===== config.mk =====
export PLATFORM = sky130hd
export DESIGN_NAME = pinctl_top
export DESIGN_NICKNAME = d
export VERILOG_FILES = /design/src/rtl/pinctl_pkg.sv /design/src/rtl/pinctl_rst_sync.sv /design/src/rtl/pinctl_pin_sync.sv /design/src/rtl/pinctl_ctl.sv /design/src/rtl/pinctl_irq.sv /design/src/rtl/pinctl_top.sv
export SDC_FILE = /design/constraint.sdc
export NUM_CORES = 1
export LEC_CHECK = 0
export BUFFER_PORTS_ARGS = -buffer_cell sky130_fd_sc_hd__buf_2
export CAP_MARGIN = 20
export CORE_AREA = 2 2 45 47
export DETAILED_ROUTE_END_ITERATION = 10
export DIE_AREA = 0 0 47 49
export PLACE_DENSITY = 0.59
export SYNTH_ARGS = -nofsm -noshare
export SYNTH_HDL_FRONTEND = slang
export SYNTH_SLANG_ARGS = --single-unit

===== constraint.sdc =====
create_clock -name clk -period 2.8 [get_ports clk]
set_clock_uncertainty 0.1 [all_clocks]
set_input_delay 0.14 -clock clk [delete_from_list [all_inputs] [get_ports clk]]
set_output_delay 0.14 -clock clk [all_outputs]
set_load 0.01 [all_outputs]

===== src/rtl/pinctl_pkg.sv =====
package pinctl_pkg;

    typedef enum logic [1:0] {
        ST_HOLD    = 2'd0,
        ST_CAPTURE = 2'd1,
        ST_RUN     = 2'd2
    } ctl_state_e;

    typedef enum logic [1:0] {
        IQ_OFF     = 2'd0,
        IQ_ARMED   = 2'd1,
        IQ_LATCHED = 2'd2
    } irq_state_e;

endpackage


===== src/rtl/pinctl_rst_sync.sv =====
module pinctl_rst_sync #(
    parameter int STAGES = 2
) (
    input  logic clk,
    input  logic rst_n_raw,
    output logic rst_sync_n
);
    logic [STAGES-1:0] chain;

    // asynchronous assertion, release ripples through STAGES flops
    always_ff @(posedge clk or negedge rst_n_raw) begin
        if (!rst_n_raw) begin
            chain <= '0;
        end else begin
            chain <= {chain[STAGES-2:0], 1'b1};
        end
    end

    assign rst_sync_n = chain[STAGES-1];
endmodule


===== src/rtl/pinctl_pin_sync.sv =====
module pinctl_pin_sync #(
    parameter int W      = 3,
    parameter int STAGES = 2
) (
    input  logic         clk,
    input  logic [W-1:0] d,
    output logic [W-1:0] q
);
    logic [W-1:0] stage_q [STAGES];

    // pins must be sampled during reset, so the chain carries no reset
    for (genvar s = 0; s < STAGES; s++) begin : g_stage
        if (s == 0) begin : g_first
            always_ff @(posedge clk) begin
                stage_q[s] <= d;
            end
        end else begin : g_next
            always_ff @(posedge clk) begin
                stage_q[s] <= stage_q[s-1];
            end
        end
    end

    assign q = stage_q[STAGES-1];
endmodule


===== src/rtl/pinctl_ctl.sv =====
module pinctl_ctl
    import pinctl_pkg::*;
#(
    parameter int MODE_W = 3,
    parameter int PHASES = 4,
    localparam int PH_W  = (PHASES > 1) ? $clog2(PHASES) : 1
) (
    input  logic              clk,
    input  logic              rst_sync_n,
    input  logic [MODE_W-1:0] pins_s,
    output logic              run,
    output logic [MODE_W-1:0] mode_q,
    output logic [PH_W-1:0]   phase
);
    localparam logic [PH_W-1:0] PH_LAST = PH_W'(PHASES - 1);

    ctl_state_e state, nxt;

    // state register
    always_ff @(posedge clk or negedge rst_sync_n) begin
        if (!rst_sync_n) begin
            state <= ST_HOLD;
        end else begin
            state <= nxt;
        end
    end

    // transitions
    always_comb begin
        nxt = state;
        unique case (state)
            ST_HOLD:    nxt = ST_CAPTURE;
            ST_CAPTURE: nxt = ST_RUN;
            ST_RUN:     nxt = ST_RUN;
            default:    nxt = ST_HOLD;
        endcase
    end

    // outputs
    always_comb begin
        run = 1'b0;
        unique case (state)
            ST_HOLD:    run = 1'b0;
            ST_CAPTURE: run = 1'b0;
            ST_RUN:     run = 1'b1;
            default:    run = 1'b0;
        endcase
    end

    // mode register: written only on the HOLD->CAPTURE edge
    always_ff @(posedge clk) begin
        if (rst_sync_n && state == ST_HOLD) begin
            mode_q <= pins_s;
        end
    end

    // phase generator, held at phase 0 outside run
    always_ff @(posedge clk or negedge rst_sync_n) begin
        if (!rst_sync_n) begin
            phase <= '0;
        end else if (!run) begin
            phase <= '0;
        end else if (phase == PH_LAST) begin
            phase <= '0;
        end else begin
            phase <= phase + 1'b1;
        end
    end

    p_capture_r3: assert property (@(posedge clk) disable iff (!rst_sync_n)
        (state == ST_CAPTURE) |-> (mode_q == $past(pins_s)));

    p_mode_hold_r4: assert property (@(posedge clk) disable iff (!rst_sync_n)
        (state == ST_RUN && $past(state) == ST_RUN) |-> $stable(mode_q));

    p_phase_step_r2: assert property (@(posedge clk) disable iff (!rst_sync_n)
        ($past(run) && run) |->
            (phase == (($past(phase) == PH_LAST) ? '0 : $past(phase) + 1'b1)));
endmodule


===== src/rtl/pinctl_irq.sv =====
module pinctl_irq
    import pinctl_pkg::*;
(
    input  logic clk,
    input  logic rst_n,
    input  logic run,
    input  logic pin_n_s,
    input  logic edge_sel,
    input  logic ack,
    output logic pending
);
    irq_state_e state, nxt;
    logic       prev_q;
    logic       fall;

    always_ff @(posedge clk) begin
        prev_q <= pin_n_s;
    end

    assign fall = prev_q & ~pin_n_s;

    // state register
    always_ff @(posedge clk or negedge rst_n) begin
        if (!rst_n) begin
            state <= IQ_OFF;
        end else begin
            state <= nxt;
        end
    end

    // transitions
    always_comb begin
        nxt = state;
        unique case (state)
            IQ_OFF: begin
                if (run && edge_sel) nxt = fall ? IQ_LATCHED : IQ_ARMED;
            end
            IQ_ARMED: begin
                if (!run || !edge_sel) nxt = IQ_OFF;
                else if (fall)         nxt = IQ_LATCHED;
            end
            IQ_LATCHED: begin
                if (!run || !edge_sel) nxt = IQ_OFF;
                else if (ack && !fall) nxt = IQ_ARMED;
            end
            default: nxt = IQ_OFF;
        endcase
    end

    // outputs
    always_comb begin
        pending = 1'b0;
        if (edge_sel) begin
            unique case (state)
                IQ_OFF:     pending = 1'b0;
                IQ_ARMED:   pending = 1'b0;
                IQ_LATCHED: pending = 1'b1;
                default:    pending = 1'b0;
            endcase
        end else begin
            pending = run & ~pin_n_s;
        end
    end

    p_edge_keep_r6: assert property (@(posedge clk) disable iff (!rst_n)
        (run && edge_sel && pending && !ack) |=> (pending || !run || !edge_sel));

    p_level_ack_r7: assert property (@(posedge clk) disable iff (!rst_n)
        (!edge_sel && $past(!edge_sel) && run && $past(run) && $stable(pin_n_s))
            |-> (pending == $past(pending)));
endmodule


===== src/rtl/pinctl_top.sv =====
module pinctl_top #(
    parameter int MODE_W      = 3,
    parameter int PHASES      = 4,
    parameter int SYNC_STAGES = 2,
    localparam int PH_W       = (PHASES > 1) ? $clog2(PHASES) : 1
) (
    input  logic              clk,
    input  logic              rst_n_raw,
    input  logic [MODE_W-1:0] mode_pins_n,
    input  logic              irq_mask,
    input  logic              irq_edge_sel,
    input  logic              core_in_wait,
    input  logic              core_in_stop,
    input  logic              irq_ack,
    output logic              core_rst_n,
    output logic [PH_W-1:0]   phase_o,
    output logic [MODE_W-1:0] mode_o,
    output logic              irq_pend_o,
    output logic              irq_req_o,
    output logic              wake_o
);
    logic              rst_sync_n;
    logic [MODE_W-1:0] pins_s;
    logic              run;
    logic              pend;

    pinctl_rst_sync #(.STAGES(SYNC_STAGES)) u_rst (
        .clk        (clk),
        .rst_n_raw  (rst_n_raw),
        .rst_sync_n (rst_sync_n)
    );

    pinctl_pin_sync #(.W(MODE_W), .STAGES(SYNC_STAGES)) u_pins (
        .clk (clk),
        .d   (mode_pins_n),
        .q   (pins_s)
    );

    pinctl_ctl #(.MODE_W(MODE_W), .PHASES(PHASES)) u_ctl (
        .clk        (clk),
        .rst_sync_n (rst_sync_n),
        .pins_s     (pins_s),
        .run        (run),
        .mode_q     (mode_o),
        .phase      (phase_o)
    );

    pinctl_irq u_irq (
        .clk      (clk),
        .rst_n    (rst_sync_n),
        .run      (run),
        .pin_n_s  (pins_s[0]),
        .edge_sel (irq_edge_sel),
        .ack      (irq_ack),
        .pending  (pend)
    );

    assign core_rst_n = run;
    assign irq_pend_o = pend;
    assign irq_req_o  = pend & ~irq_mask;
    // wait exits only on an enabled request; stop exits on any pending one
    assign wake_o     = run & ((core_in_wait & irq_req_o) | (core_in_stop & pend));

    p_quiet_r11: assert property (@(posedge clk) disable iff (!rst_n_raw)
        !core_rst_n |-> (!irq_pend_o && !wake_o));

    p_phase_idle_r2: assert property (@(posedge clk) disable iff (!rst_n_raw)
        !core_rst_n |-> (phase_o == '0));

    p_stop_wake_r10: assert property (@(posedge clk) disable iff (!rst_n_raw)
        (core_in_stop && irq_pend_o) |-> wake_o);

    p_wait_mask_r9: assert property (@(posedge clk) disable iff (!rst_n_raw)
        (core_in_wait && !core_in_stop && wake_o) |-> !irq_mask);
endmodule


# After elaboration in Yosys (flattened, before gate mapping)

Memory sizes are Yosys's and may differ from the RTL's.
Index checks and enable logic that the tools add are counted.
Widths: inputs -> output; s select.

Logic and storage cells: 49
Bits in writable memories: 6
Bits of input ports: 10
Memories: 1
Output and inout port bits: 9
Register bits after elaboration: 12

Equality and inequality tests: 8
Muxes and demuxes: 13
Add/sub/neg operators: 1
Reductions and logical operators: 11
Bitwise operators: 9

Memory list:

| name           | words | width | read ports | clocked after Yosys merged registers in | write ports | line                 | RTL |
|---|---|---|---|---|---|---|---|
| u_pins.stage_q | 2     | 3     | 2          | 0                                       | 2           | pinctl_pin_sync.sv:9 | `logic [W-1:0] stage_q [STAGES];` |

Operator list:

| cell                | count |
|---|---|
| $mux 2              | 8 |
| $and 1x1->1         | 6 |
| $eq 2x2->1 const B  | 3 |
| $ne 3x1->1 const B  | 2 |
| $pmux 2 s3          | 1 |
| $eq 2x1->1 const B  | 2 |
| $logic_not 2->1     | 2 |
| $pmux 2 s2          | 1 |
| $logic_and 1x1->1   | 3 |
| $logic_not 1->1     | 3 |
| $mux 1              | 3 |
| $reduce_and 3->1    | 1 |
| $add 2x1->2 const B | 1 |
| $ne 2x1->1 const B  | 1 |
| $not 1->1           | 2 |
| $reduce_or 2->1     | 1 |
| $logic_or 1x1->1    | 1 |
| $or 1x1->1          | 1 |

# Longest topological paths before layout

Depth after elaboration: 8
Mapped depth: 4
Gate-level depth less buffers: 4

# Hierarchy

From an unflattened synthesis, not the netlist that was laid out.

Cell total of the unflattened synthesis: 44
Area, all modules: 636.9 sq um

By module, submodules not included:

| module          | cells an instance | sequential area each (sq um) | times used | area each (sq um) |
|---|---|---|---|---|
| pinctl_ctl      | 16                | 190.2                        | 1          | 272.8 |
| pinctl_irq      | 13                | 70.1                         | 1          | 145.1 |
| pinctl_pin_sync | 9                 | 120.1                        | 1          | 142.6 |
| pinctl_rst_sync | 3                 | 50.0                         | 1          | 53.8 |
| pinctl_top      | 3                 | 0.0                          | 1          | 22.5 |

# Least setup slack after synthesis

No wires, ideal clock.

Path kind: reg-to-output
Start point: reg u_ctl.state[0]
End point: out wake_o
Setup slack: 1.127 ns
Required time: 2.560 ns
Stages on the path, launching flop included: 5
Path buffers: 0
Arrival: 1.433 ns
Path through: dfrtp_1 -> inv_1 -> ha_1 -> or3b_1 -> a221oi_2

Longest elaborated chain between the ends: 8
Elaborated cells on any way between the ends: 9

Ends and longest elaborated chain:

| item                   | line             | RTL |
|---|---|---|
| from (decl)            | pinctl_ctl.sv:17 | `ctl_state_e state, nxt;` |
| from (signal assigned) | pinctl_ctl.sv:24 | `state <= nxt;` |
| $eq 2x2->1 (*)         | pinctl_ctl.sv:42 | `unique case (state)` |
| $mux 1 (*)             | pinctl_ctl.sv:42 |  |
| net core_rst_n         | pinctl_top.sv:15 | `output logic core_rst_n,` |
| $and 1x1->1            | pinctl_irq.sv:61 | `pending = run & ~pin_n_s;` |
| $mux 1                 | pinctl_irq.sv:53 | `if (edge_sel) begin` |
| $and 1x1->1            | pinctl_top.sv:60 | `assign irq_req_o = pend & ~irq_mask;` |
| $and 1x1->1            | pinctl_top.sv:62 | `assign wake_o = run & ((core_in_wait & irq_req_o) \| (core_in_stop & pend));` |
| $or 1x1->1             | pinctl_top.sv:62 |  |
| $and 1x1->1 (*)        | pinctl_top.sv:62 |  |
| to (decl)              | pinctl_top.sv:20 | `output logic wake_o` |

Mark *: on every way through the listed nets, which the timed path passes. The rest lies on a longest branch.

# Final worst setup path

Start point: reg u_ctl.state[0]
End point: out wake_o

Longest elaborated chain between the ends: 8
Elaborated cells on any way between the ends: 9

Ends and longest elaborated chain:

| item            | line |
|---|---|
| $eq 2x2->1 (*)  | pinctl_ctl.sv:42 |
| $mux 1 (*)      | pinctl_ctl.sv:42 |
| $and 1x1->1     | pinctl_irq.sv:61 |
| $mux 1          | pinctl_irq.sv:53 |
| $and 1x1->1     | pinctl_top.sv:60 |
| $and 1x1->1     | pinctl_top.sv:62 |
| $or 1x1->1      | pinctl_top.sv:62 |
| $and 1x1->1 (*) | pinctl_top.sv:62 |

Every way passes the cells marked *; elsewhere a longest branch is shown, timed or not.

==> key figures <==
Logic synthesis
  • Synth Instances: 43
  • Syn_nets: 57
  • Warnings, synthesis: 0
  • Syn avg cell area: 14.1 µm²
  • Yosys reg bits: 18
  • Post-Syn Area: 608 µm²
  • Synth cell types: 16
  • Seq/Total Area, Yosys: 70.8%

Finish
  • Fin util: 43.3%
  • Most common cell after layout, fill and taps aside: buf_2
  • Filler Cell Count: 187
  • Fin area: 798 µm²
  • Share of layout cells above drive strength 1: 33.3%
  • Diode count: 0
  • Cell Count, Final, Fillers Out: 96
  • Most frequent cells in the layout: 18 x buf_2, 8 x dfrtp_1, 7 x dfxtp_1
  • Synth-to-layout area growth: 31.3%
  • Layout net count: 84

Drt
  • Drt pass-1 iters: 2
  • Final antenna-violating net count: 0
  • Total wire length: 843 µm
  • DR vias: 383
  • Via-per-instance ratio: 3.99
  • Wire per inst: 8.78 µm
  • Initial DRC Count: 1
  • Drc violations: 0

Floorplan
  • Die Wd: 47 µm
  • Die ar.: 0.00230 mm²
  • Row Count: 16
  • CORE AREA: 0.00184 mm²
  • Boundary Pins: 19
  • Die Ht: 49 µm
  • Initial Util: 33.0%

Critical path
  • Req. time, crit path: 2560 ps
  • Cell depth of the worst setup path: 5
  • Critical path, cell by cell: inv_1 > ha_1 > or3b_1 > a221oi_2 > buf_2
  • Crit path DAT: 1800 ps
  • Element type at the critical path start: register
  • Slack of the worst reg-to-reg path: 1620 ps
  • Crit path capture type: output port
  • Crit path kind: register to output port
  • Largest delay share family, worst path: simple AND/OR/NAND/NOR gates
  • Worst Path Max Fanout: 5
  • WP buf/inv: 2
  • Worst R2R Path Depth: 3
  • CP max-delay cell: or3b_1
  • Slowest Stage Delay on Critical Path: 410 ps

STA
  • Max Fclk: 491 MHz
  • RSZ-0062 raised after global routing: false
  • Final Max Tran Viols: 0
  • Final WS setup: 763 ps
  • Setup-failing EPs final: 0
  • Tmin final: 2040 ps
  • Period utilization: 72.7%
  • Final setup TNS: 0 ps
  • Hold Fails Final Rpt: 0

Global route
  • Antenna violations before repair: 0
  • Routing usage on met1: 10.9%
  • GRT met2 Usage: 13.0%
  • First-pass GRT wire length: 1440 µm
  • GR peak layer: met2
  • Global Route Usage Sum: 9.18%
  • Vias in the first global route: 369
  • Met3 Use GR: 2.22%
  • Largest net degree at the start of global routing: 11
  • Total gr overflow: 0

Clocking
  • CTS Sinks: 18
  • Clock buffer depth: 2
  • Worst-path clk slew: 90 ps
  • Root buffer cell: clkbuf_4
  • CTS tree: built
  • Clock latency at the later pin of the worst-skew pair: 280 ps
  • Post-CTS sizing: 0
  • CTS HTree Levels: 1
  • Cts bufs inserted: 3

Status
  • Status: finished, final reports clean

Worst hold path
  • HP Class: register to asynchronous set/reset pin

Place
  • Post-place instance area: 732 µm²
  • GP Congestion: 0.650
  • Pre-CTS setup slack: 1060 ps
  • Placed cells: 88
  • Port bufs: 18
  • DP HPWL: 674 µm

Pwr
  • Peak VDD IR: 0.240 mV
  • Power density cells: 532 mW/mm²
  • Leakage: 0.383 nW

Flow run
  • Max-cap violation count: 0
area by class of cell:
type	count	area, µm²	area share (%)
repair buffers	22	130	16.3
clock inverters	1	3.75	0.470
multi-input cells	20	159	19.9
inverters	5	18.8	2.35
well taps	27	33.8	4.23
clock buffers	3	22.5	2.82
flip-flops and latches	18	430	53.9
flip-flops by register name, summed over array words and instances (netlist names):
register	flops
u_pins.stage_q	6
u_ctl.mode_q	3
u_ctl.phase	2
u_ctl.state	2
u_irq.state	2
u_rst.chain	2
u_irq.prev_q	1
power breakdown:
part / switching, mW / internal, mW / total [mW]
sequential: 0.00520 / 0.273 / 0.278
clock: 0.0707 / 0.0517 / 0.122
combinational: 0.00900 / 0.0148 / 0.0238
routing by layer:
| layer | vias to the layer above | routed length [µm] |
|---|---|---|
| met3 | 2 | 49 |
| met5 | - | 0 |
| li1 | 195 | - |
| met2 | 13 | 416 |
| met4 | 0 | 14 |
| met1 | 173 | 362 |
through the flow:
| step | hold WS, ps | total power [mW] |
|---|---|---|
| 2_1_floorplan | -256 | 0.292 |
| 3_3_place_gp | -174 | 0.303 |
| 3_5_place_dp | -173 | 0.304 |
| 4_1_cts | 17.3 | 0.434 |
| 5_1_grt | 31.7 | 0.448 |
| 6_report | 8.80 | 0.424 |
logic make-up (layout without fill, tap and decap cells):
group	count (synthesis)	after routing	synth area share [%]
buffers and inverters	5	31	3.09
other	1	1	0.617
AO/OA/AOI/OAI	4	4	6.17
adder cells (fa/ha/maj)	4	4	8.23
flip-flops	18	18	70.8
AND/OR/NAND/NOR	11	11	11.1
worst paths after layout:
path / startpoint / endpoint
worst max-delay path: u_ctl.state[0]$_DFF_PN0_ / wake_o
worst min-delay path: u_rst.chain[1]$_DFF_PN0_ / u_ctl.state[0]$_DFF_PN0_
worst max register to register: u_ctl.state[0]$_DFF_PN0_ / u_ctl.mode_q[0]$_DFFE_PP_
worst min register to register: u_rst.chain[1]$_DFF_PN0_ / u_ctl.state[0]$_DFF_PN0_
max in group asynchronous: u_rst.chain[1]$_DFF_PN0_ / u_irq.state[0]$_DFFE_PN0P_
min in group clk: irq_ack / u_irq.state[0]$_DFFE_PN0P_
cells in the mapped netlist:
| library cell | number | area share, % |
|---|---|---|
| a21oi_1 | 1 | 0.82 |
| a221oi_1 | 2 | 2.9 |
| a221oi_2 | 1 | 2.5 |
| and2_1 | 1 | 1.0 |
| and2_2 | 1 | 1.2 |
| conb_1 | 1 | 0.62 |
| dfrtp_1 | 8 | 33 |
| dfxtp_1 | 7 | 23 |
| edfxtp_1 | 3 | 15 |
| ha_1 | 4 | 8.2 |
| inv_1 | 5 | 3.1 |
| nand2_1 | 2 | 1.2 |
| nand2b_1 | 4 | 4.1 |
| nand3b_1 | 1 | 1.2 |
| nor3_1 | 1 | 0.82 |
| or3b_1 | 1 | 1.4 |
what timing repair did:
item	in CTS	in global routing
endpoints found under the hold margin	5	0
setup endpoints to repair	0	0
hold buffers	4	0
setup buffers	0	0
No activity file was read; power rests on OpenSTA's default activity.
